### src/rtl/pll_search_pkg.sv
package pll_search_pkg;

  typedef enum logic [3:0] {
    ST_IDLE,
    ST_NLO,
    ST_NHI,
    ST_NCHK,
    ST_FREF,
    ST_MLO,
    ST_MA,
    ST_MB,
    ST_MCHK,
    ST_OFFER
  } srch_state_t;

  function automatic logic uses_div(srch_state_t s);
    return (s == ST_NLO) || (s == ST_NHI) || (s == ST_FREF) ||
           (s == ST_MLO) || (s == ST_MA)  || (s == ST_MB);
  endfunction

endpackage

### src/rtl/pll_iter_div.sv
module pll_iter_div #(
  parameter int W = 32
) (
  input  logic         clk,
  input  logic         rst_n,
  input  logic         go,
  input  logic [W-1:0] num,
  input  logic [W-1:0] den,
  output logic         busy,
  output logic         done,
  output logic [W-1:0] quo,
  output logic [W-1:0] rem
);
  localparam int CW = $clog2(W + 1);

  logic [W-1:0]  rem_q, rem_d, quo_q, quo_d;
  logic [CW-1:0] cnt_q, cnt_d;
  logic          busy_q, busy_d, done_q, done_d;
  logic [W:0]    shifted;
  logic [W+1:0]  diff;
  logic          fits;

  always_comb begin
    shifted = {rem_q, quo_q[W-1]};
    diff    = {1'b0, shifted} - {2'b00, den};
    fits    = ~diff[W+1];
    rem_d   = rem_q;
    quo_d   = quo_q;
    cnt_d   = cnt_q;
    busy_d  = busy_q;
    done_d  = 1'b0;
    if (go) begin
      rem_d  = '0;
      quo_d  = num;
      cnt_d  = CW'(W);
      busy_d = 1'b1;
    end else if (busy_q) begin
      rem_d = fits ? diff[W-1:0] : shifted[W-1:0];
      quo_d = {quo_q[W-2:0], fits};
      cnt_d = cnt_q - 1'b1;
      if (cnt_q == CW'(1)) begin
        busy_d = 1'b0;
        done_d = 1'b1;
      end
    end
  end

  always_ff @(posedge clk or negedge rst_n) begin
    if (!rst_n) begin
      rem_q  <= '0;
      quo_q  <= '0;
      cnt_q  <= '0;
      busy_q <= 1'b0;
      done_q <= 1'b0;
    end else begin
      rem_q  <= rem_d;
      quo_q  <= quo_d;
      cnt_q  <= cnt_d;
      busy_q <= busy_d;
      done_q <= done_d;
    end
  end

  assign busy = busy_q;
  assign done = done_q;
  assign quo  = quo_q;
  assign rem  = rem_q;


  div_done_chk: assert property (@(posedge clk) disable iff (!rst_n)
    done_q |-> $past(busy_q));

endmodule

### src/rtl/pll_loop_idx.sv
module pll_loop_idx #(
  parameter int W = 32
) (
  input  logic         clk,
  input  logic         rst_n,
  input  logic         load,
  input  logic         step,
  input  logic         down,
  input  logic [W-1:0] lo,
  input  logic [W-1:0] hi,
  output logic [W-1:0] idx,
  output logic         last
);
  logic [W-1:0] idx_q, idx_d;

  always_comb begin
    idx_d = idx_q;
    if (load)      idx_d = down ? hi : lo;
    else if (step) idx_d = down ? idx_q - 1'b1 : idx_q + 1'b1;
  end

  always_ff @(posedge clk or negedge rst_n) begin
    if (!rst_n) idx_q <= '0;
    else        idx_q <= idx_d;
  end

  assign idx  = idx_q;
  assign last = down ? (idx_q == lo) : (idx_q == hi);


  step_end_chk: assert property (@(posedge clk) disable iff (!rst_n)
    step |-> !last);

endmodule

### src/rtl/pll_nm_search.sv
module pll_nm_search
  import pll_search_pkg::*;
#(
  parameter int RATE_W = 32,
  parameter int N_W    = 8,
  parameter int M_W    = 12
) (
  input  logic                     clk,
  input  logic                     rst_n,
  input  logic                     start,
  input  logic                     errata_mode,
  input  logic [RATE_W-1:0]        clkin_rate,
  input  logic [RATE_W-1:0]        dco_lo_req,
  input  logic [RATE_W-1:0]        dco_hi_req,
  input  logic [RATE_W-1:0]        fref_floor,
  input  logic [RATE_W-1:0]        fref_ceil,
  input  logic [RATE_W-1:0]        dco_hw_ceil,
  input  logic [N_W-1:0]           n_cap,
  input  logic [M_W-1:0]           m_cap,
  output logic                     cand_valid,
  input  logic                     cand_ready,
  input  logic                     cand_accept,
  output logic [N_W-1:0]           cand_n,
  output logic [M_W-1:0]           cand_m,
  output logic [RATE_W-1:0]        cand_fref,
  output logic [RATE_W+M_W:0]      cand_dco,
  output logic                     busy,
  output logic                     done,
  output logic                     found
);
  localparam int RW = RATE_W;
  localparam int DW = RATE_W + M_W + 1;
  localparam logic [RW-1:0] ONE = RW'(1);

  srch_state_t state_q, state_d;
  logic [RW-1:0] n_lo_q, n_lo_d, n_hi_q, n_hi_d;
  logic [RW-1:0] m_lo_q, m_lo_d, m_hi_q, m_hi_d;
  logic [RW-1:0] ma_q, ma_d, fref_q, fref_d;
  logic          kick_q, kick_d, done_q, done_d, found_q, found_d;

  logic          n_load, n_step, m_load, m_step, next_n;
  logic [RW-1:0] n_idx, m_idx;
  logic          n_last, m_last;

  logic [RW-1:0] div_num, div_den, div_quo, div_rem;
  logic          div_busy, div_done;

  logic [RW-1:0] ceil_q, hi_eff, n_cap_w, m_cap_w, half_b, m_min2;
  logic [RW:0]   half_sum;

  // operand selection follows the current dividing state
  always_comb begin
    div_num = clkin_rate;
    div_den = fref_ceil;
    unique case (state_q)
      ST_NHI:  div_den = fref_floor;
      ST_FREF: div_den = n_idx;
      ST_MLO:  begin div_num = dco_lo_req;  div_den = fref_q; end
      ST_MA:   begin div_num = hi_eff;      div_den = fref_q; end
      ST_MB:   begin div_num = dco_hw_ceil; div_den = fref_q; end
      default: ;
    endcase
  end

  pll_iter_div #(.W(RW)) u_div (
    .clk(clk), .rst_n(rst_n), .go(kick_q), .num(div_num), .den(div_den),
    .busy(div_busy), .done(div_done), .quo(div_quo), .rem(div_rem)
  );

  pll_loop_idx #(.W(RW)) u_nidx (
    .clk(clk), .rst_n(rst_n), .load(n_load), .step(n_step), .down(errata_mode),
    .lo(n_lo_q), .hi(n_hi_q), .idx(n_idx), .last(n_last)
  );

  pll_loop_idx #(.W(RW)) u_midx (
    .clk(clk), .rst_n(rst_n), .load(m_load), .step(m_step), .down(errata_mode),
    .lo(m_lo_q), .hi(m_hi_q), .idx(m_idx), .last(m_last)
  );

  // shared arithmetic on divider results
  always_comb begin
    hi_eff   = (dco_hi_req == '0) ? '1 : dco_hi_req;
    ceil_q   = (div_rem != '0 && div_quo != '1) ? div_quo + ONE : div_quo;
    half_sum = {1'b0, ceil_q} + {{RW{1'b0}}, 1'b1};
    n_cap_w  = {{(RW-N_W){1'b0}}, n_cap};
    m_cap_w  = {{(RW-M_W){1'b0}}, m_cap};
    half_b   = div_quo >> 1;
    m_min2   = (ma_q < half_b) ? ma_q : half_b;
  end

  always_comb begin
    state_d = state_q;
    n_lo_d  = n_lo_q;
    n_hi_d  = n_hi_q;
    m_lo_d  = m_lo_q;
    m_hi_d  = m_hi_q;
    ma_d    = ma_q;
    fref_d  = fref_q;
    done_d  = 1'b0;
    found_d = found_q;
    n_load  = 1'b0;
    n_step  = 1'b0;
    m_load  = 1'b0;
    m_step  = 1'b0;
    next_n  = 1'b0;
    unique case (state_q)
      ST_IDLE: if (start) begin
        found_d = 1'b0;
        state_d = ST_NLO;
      end
      ST_NLO: if (div_done) begin
        n_lo_d  = (ceil_q == '0) ? ONE : ceil_q;
        state_d = ST_NHI;
      end
      ST_NHI: if (div_done) begin
        n_hi_d  = (div_quo < n_cap_w) ? div_quo : n_cap_w;
        state_d = ST_NCHK;
      end
      ST_NCHK: if (n_lo_q > n_hi_q) begin
        done_d  = 1'b1;
        state_d = ST_IDLE;
      end else begin
        n_load  = 1'b1;
        state_d = ST_FREF;
      end
      ST_FREF: if (div_done) begin
        fref_d  = div_quo;
        state_d = ST_MLO;
      end
      ST_MLO: if (div_done) begin
        m_lo_d  = (half_sum[RW:1] == '0) ? ONE : half_sum[RW:1];
        state_d = ST_MA;
      end
      ST_MA: if (div_done) begin
        ma_d    = half_b;
        state_d = ST_MB;
      end
      ST_MB: if (div_done) begin
        m_hi_d  = (m_min2 < m_cap_w) ? m_min2 : m_cap_w;
        state_d = ST_MCHK;
      end
      ST_MCHK: if (m_lo_q > m_hi_q) begin
        next_n = 1'b1;
      end else begin
        m_load  = 1'b1;
        state_d = ST_OFFER;
      end
      ST_OFFER: if (cand_ready) begin
        if (cand_accept) begin
          done_d  = 1'b1;
          found_d = 1'b1;
          state_d = ST_IDLE;
        end else if (m_last) begin
          next_n = 1'b1;
        end else begin
          m_step = 1'b1;
        end
      end
      default: state_d = ST_IDLE;
    endcase
    if (next_n) begin
      if (n_last) begin
        done_d  = 1'b1;
        state_d = ST_IDLE;
      end else begin
        n_step  = 1'b1;
        state_d = ST_FREF;
      end
    end
    kick_d = uses_div(state_d) && (state_d != state_q);
  end

  always_ff @(posedge clk or negedge rst_n) begin
    if (!rst_n) begin
      state_q <= ST_IDLE;
      n_lo_q  <= '0;
      n_hi_q  <= '0;
      m_lo_q  <= '0;
      m_hi_q  <= '0;
      ma_q    <= '0;
      fref_q  <= '0;
      kick_q  <= 1'b0;
      done_q  <= 1'b0;
      found_q <= 1'b0;
    end else begin
      state_q <= state_d;
      n_lo_q  <= n_lo_d;
      n_hi_q  <= n_hi_d;
      m_lo_q  <= m_lo_d;
      m_hi_q  <= m_hi_d;
      ma_q    <= ma_d;
      fref_q  <= fref_d;
      kick_q  <= kick_d;
      done_q  <= done_d;
      found_q <= found_d;
    end
  end

  assign cand_valid = (state_q == ST_OFFER);
  assign cand_n     = n_idx[N_W-1:0];
  assign cand_m     = m_idx[M_W-1:0];
  assign cand_fref  = fref_q;
  assign cand_dco   = ({{(DW-RW){1'b0}}, fref_q} * {{(DW-M_W){1'b0}}, cand_m}) << 1;
  assign busy       = (state_q != ST_IDLE);
  assign done       = done_q;
  assign found      = found_q;


  hold_cand_chk: assert property (@(posedge clk) disable iff (!rst_n)
    cand_valid && !cand_ready |=> cand_valid && $stable(cand_n) &&
                                  $stable(cand_m) && $stable(cand_dco));


  accept_stop_chk: assert property (@(posedge clk) disable iff (!rst_n)
    cand_valid && cand_ready && cand_accept |=> done && found && !cand_valid);


  done_pulse_chk: assert property (@(posedge clk) disable iff (!rst_n)
    done |=> !done);


  done_idle_chk: assert property (@(posedge clk) disable iff (!rst_n)
    done |-> !busy && !cand_valid);


  start_busy_chk: assert property (@(posedge clk) disable iff (!rst_n)
    busy && start && !done_d |=> busy);

endmodule

### config.mk
export PLATFORM = sky130hd
export DESIGN_NAME = pll_nm_search
export DESIGN_NICKNAME = d
export VERILOG_FILES = /design/src/rtl/pll_search_pkg.sv /design/src/rtl/pll_iter_div.sv /design/src/rtl/pll_loop_idx.sv /design/src/rtl/pll_nm_search.sv
export SDC_FILE = /design/constraint.sdc
export NUM_CORES = 2
export LEC_CHECK = 0
export BUFFER_PORTS_ARGS = -buffer_cell sky130_fd_sc_hd__buf_4
export CORE_MARGIN = 10
export CORE_UTILIZATION = 40
export CTS_BUF_LIST = sky130_fd_sc_hd__clkbuf_4
export DETAILED_ROUTE_END_ITERATION = 10
export SETUP_SLACK_MARGIN = 0.3
export SYNTH_ARGS = -nofsm -noshare
export SYNTH_HDL_FRONTEND = slang
export SYNTH_SLANG_ARGS = --single-unit
### constraint.sdc
create_clock -name clk -period 17.85 [get_ports clk]
set_input_delay 1.785 -clock clk [delete_from_list [all_inputs] [get_ports clk]]
set_output_delay 1.785 -clock clk [all_outputs]
set_load 0.02 [all_outputs]
Word level (Yosys, flattened, before mapping):

Cells that the tools add are included.

* logic and storage cells: 153
* bits of input ports: 218
* bits in registers: 334
* output and inout bits: 101

* reductions and logical operators: 25
* $add $sub $neg: 8
* $mul: 1
* multiplexer cells: 71
* order comparisons: 5
* bitwise logic cells: 1
* equality and inequality tests: 25

Operators by type and width (count)
* $mux W32: 18
* $pmux W32 S3: 2
* $eq A32 B32 Y1: 4
* $add A32 B1 Y32 const B: 3
* $logic_not A32 Y1: 3
* $gt A32 B32 Y1: 2
* $sub A32 B1 Y32 const B: 2
* $mux W31: 2
* $mul A32 B12 Y44: 1
* $mux W4: 11
* $pmux W4 S10: 1
* $sub A33 B32 Y34: 1
* $add A32 B1 Y33 const B: 1
* $eq A4 B3 Y1 const B: 8
* $lt A32 B8 Y1: 1
* $ne A32 B32 Y1 const B: 1
* $reduce_bool A32 Y1: 1
* $lt A31 B12 Y1: 1
* $lt A31 B31 Y1: 1
* $mux W1: 30
* $eq A4 B2 Y1 const B: 3
* $mux W6: 2
* $reduce_and A2 Y1: 6
* $eq A4 B1 Y1 const B: 2
* other kinds (16): 29

Depth between registers and ports, before layout:

* depth after elaboration: 14
* mapped depth: 26
* gate-level depth less buffers: 24

Modules after synthesis:

A second synthesis with hierarchy kept.

* cell total of the unflattened synthesis: 4899
* area total of the unflattened synthesis: 40521.4 sq um

By module, submodules not included
* pll_nm_search: cells an instance 3271, instances 1, area each 26554.2 sq um, sequential area each 4929.7 sq um
* pll_loop_idx: cells an instance 488, instances 2, area each 4226.6 sq um, sequential area each 800.8 sq um
* pll_iter_div: cells an instance 652, instances 1, area each 5514.0 sq um, sequential area each 1801.7 sq um

Least setup slack after synthesis:

Ideal clock, no wire load.

* kind: register -> output
* from: reg u_midx.idx_q[8] (netlist: u_midx.idx[8])
* to: out cand_dco[43]
* cell stages (with the launch flop): 25
* required time: 16.065 ns
* data arrival time: 6.263 ns
* path slack: 9.802 ns
* cell sequence: dfrtp_1 clkbuf_1 clkbuf_1 nand2_1 fa_1 inv_1 fa_1 fa_1 fa_1 inv_1 fa_1 inv_1 ha_1 clkbuf_1 a21oi_1 nor2b_1 o21ai_0 nand2b_1 and2_1 nor3_1 a21oi_1 o211ai_1 a211oi_1 o221ai_1 o311ai_0

* longest elaborated chain between the ends: 1

RTL lines
* start, declared: RTL line pll_loop_idx.sv:14 `logic [W-1:0] idx_q, idx_d;`
* start signal, assigned: RTL line pll_loop_idx.sv:24 `else idx_q <= idx_d;`
* $mul A32 B12 Y44: RTL line pll_nm_search.sv:203 `assign cand_dco = ({{(DW-RW){1'b0}}, fref_q} * {{(DW-M_W){1'b0}}, cand_m}) << 1;`
* end, declared: RTL line pll_nm_search.sv:26 `output logic [RATE_W+M_W:0] cand_dco,`

Every way passes these cells.

Final worst setup path:

* from: reg u_midx.idx_q[11] (netlist: u_midx.idx[11])
* to: out cand_dco[43]

Same word-level chain as after synthesis.

==> impl_metrics.tcl <==
set metrics [dict create \
    clk_path_buf_depth 3 \
    cts_resized 0 \
    outcome "finished clean" \
    final_antenna_net_count 0 \
    async_reset_ff_share_pct 100 \
    dp_hpwl_um 102000 \
    core_region_area_um2 95300 \
    maxSlewViolCount 0 \
    synth-main-ff-cell "dfrtp_1" \
    fin_crit_sh_pct 54.9 \
    rows 113 \
    syn_nets 5331 \
    arrival_ns 8.01 \
    post-cts-setup-buffers 0 \
    crit_fanout 36 \
    dr.pass1.iters 6 \
    relSlewSlack_pct 17.2 \
    finalHoldViolCount 0 \
    start_util_pct 40.4 \
    die_w_um 330 \
    vias 33558 \
    clockRootBuffer "clkbuf_4" \
    power_per_cell_area_nw_per_um2 39.1 \
    max_freq_mhz 102 \
    ys_seq_area_share_pct 21.6 \
    ys_ff_latch 333 \
    cts.sinks 333 \
    grt_pass1_wl_um 203000 \
    port_buffers 317 \
    netlist.area_leader.share_pct 21.6 \
    whs_ns 0.495 \
    grt_max_degree 92 \
    p_int_mw 1.21 \
    p_sw_mw 0.471 \
    cap_violations 0 \
    yosysTopAreaCell "dfrtp_1" \
    grt_usage_pct 23.7 \
    gp_congestion 0.963 \
    grt-ovfl-total 0 \
    numCtsBuffers 93 \
    cp-end-kind "output port" \
    layout_min_cycle_time_ns 9.80 \
    report.final.setup_viol 0 \
    yosysUniqueCellTypes 84 \
    clkPwrFrac_pct 43.2 \
    utilization_pct 45.2 \
    rsz0062_at_grt "no" \
    die_area_um2 109000 \
    clkTransAtPathRegs_ns 0.06 \
    comb_power_share_pct 11.5 \
    worstMarginPinSlew_ns 1.24 \
    syn_area_um2 38500 \
    synth-edff-count 0 \
    wl_per_cell_um 21.6 \
    htreeDepth 3 \
    die_y_um 330 \
    clkLatencyLatePin_ns 0.90 \
    tritoncts "built" \
    grt_pass1_vias 33987 \
    via_per_inst 5.55 \
    cts_hold_buf 0 \
    critPathKind "reg2out" \
    final.setup.tns_ns 0 \
    hold_path_class "reg2reg" \
    layout-drive-gt1-share_pct 13.6 \
    io_pins 319 \
    yosys-top-cells-area "dfrtp_1 22%, fa_1 16%, ha_1 9.4%" \
    crit_required_ns 16.06 \
    power.total_mw 1.68 \
    leakagePower_nw 21.4 \
    cp-start-kind "flop" \
    syn_inst 4520 \
    finalClockSkew_ns 0.0920 \
    area_growth_pct 11.7 \
    drc 0 \
    antenna_found_initial 8 \
    p_sw_share_pct 27.9 \
    nets 5519 \
    yosysWarnings 0 \
    ir_drop_v 0.0000399 \
    drtIter0Drc 2835 \
    p_seq_share_pct 45.2 \
    syn_area_per_cell_um2 8.53 \
    drt-total-wl_um 131000 \
]
-- cell type report --
| class | count | area (um^2) |
|---|---|---|
| Sequential cell | 333 | 8340 |
| Clock inverter | 33 | 199 |
| Antenna cell | 6 | 15.0 |
| Fill cell | 9518 | 52200 |
| Tap cell | 1265 | 1580 |
| Inverter | 487 | 1830 |
| Multi-Input combinational cell | 3419 | 27300 |
| Timing Repair Buffer | 374 | 2820 |
| Clock buffer | 131 | 983 |
-- power by group through the flow --
stage,clock network [mW],logic [mW],registers (mW)
floorplan,0,0.107,0.774
global placement,0,0.192,0.776
detailed placement,0,0.193,0.776
CTS,0.744,0.194,0.762
global route,0.785,0.215,0.762
finish,0.728,0.194,0.762
-- worst max-delay path, stage by stage, from the launching register on --
cell and delay [ns]:
dfrtp_1 1.15, nand2_1 0.19, fa_1 0.56, fa_1 0.54, inv_1 0.05, fa_1 0.50, fa_1 0.54, inv_1 0.06
fa_1 0.53, inv_1 0.04, ha_1 0.35, a21oi_1 0.16, nor2b_1 0.05, o21ai_0 0.15, nand2b_1 0.09, or3_1 0.32
o21bai_1 0.28, a21oi_1 0.24, o211ai_1 0.46, a211oi_1 0.21, o221ai_1 0.26, nand3_1 0.10, o311ai_0 0.11, buf_4 0.21
-- flip-flops by register name, summed over array words and instances, names as in the netlist, 31 cells and up --
signal,flops
cand_fref,32
n_hi_q,32
m_lo_q,32
u_div.rem,32
n_lo_q,32
u_nidx.idx,32
u_midx.idx,32
m_hi_q,31
ma_q,31
u_div.quo,32
-- Yosys cell counts, types with 63 or more instances --
cell and n:
inv_1 485, dfrtp_1 333, xor2_1 63, fa_1 303
mux2_2 86, nor2_1 299, clkbuf_1 222, mux2i_1 215
nor4_1 65, a21o_1 108, a211oi_1 84, xnor2_1 178
nand2_1 536, and2_1 137, o21ai_0 197, ha_1 290
a21oi_1 326
-- metal layers --
metal	vias to the layer above	part of all wire [%]	global-route usage (%)
met5	-	0.037	0
met4	8	3.0	7.44
met3	206	7.6	4.96
met2	1172	46	38.7
met1	16393	43	31.0
li1	15779	-	-
-- worst paths after layout --
kind	start	to	slack [ns]	depth (start not counted)
worst max-delay path	u_midx.idx[11]$_DFFE_PN0P_	cand_dco[43]	8.05	23
worst min-delay path	found$_DFFE_PN0P_	found$_DFFE_PN0P_	0.50	2
worst max register to register	u_div.quo[5]$_DFFE_PN0P_	m_hi_q[0]$_DFFE_PN0P_	11.28	20
worst min register to register	found$_DFFE_PN0P_	found$_DFFE_PN0P_	0.50	2
max in group asynchronous	rst_n	n_lo_q[21]$_DFFE_PN0P_	14.70	3
min in group asynchronous	rst_n	m_hi_q[19]$_DFFE_PN0P_	0.93	1
-- metrics by stage --
step | setup slack [ns] | instance area (um^2) | std cells
floorplan | 9.80 | 38500 | 4520
detailed placement | 8.86 | 41900 | 5878
global route | 7.50 | 43000 | 6046
finish | 8.05 | 43100 | 6048
global placement | 8.87 | 41900 | 5878
CTS | 7.92 | 43000 | 6042
-- cells in the final DEF, fill, tap and decap left out, types with 21 or more instances in the layout --
cell and count:
xnor2_1 178, nor4_1 64, nor2_1 292, mux2i_1 215, nor3_1 39, and3_1 21
mux2_2 86, ha_1 290, o211ai_1 25, and2_1 137, buf_4 372, a21oi_1 326
a221oi_1 24, xor2_1 63, fa_1 303, dfrtp_1 330, o221ai_1 43, a21o_1 108
nand3_1 49, clkbuf_4 131, inv_1 485, nor2b_1 27, nand2_1 536, nand4_1 49
o21a_1 21, nand2b_1 35, clkinv_1 23, o21ai_0 197, a211oi_1 83
-- cells by family (layout without fill, tap and decap cells) --
group                      after synthesis  in the layout  synth area share, %
and+or+nand+nor                       1329           1329                 16.2
AOI/OAI and AO/OA                      953            953                 15.7
buffers and inverters                  768           1025                 7.78
adders and majority gates              593            593                 25.2
DFF                                    333            333                 21.6
muxes                                  301            301                 8.10
xor gates and xnor gates               242            242                 5.52
other                                    1              7              0.00973
No activity file was read; power rests on OpenSTA's default activity.
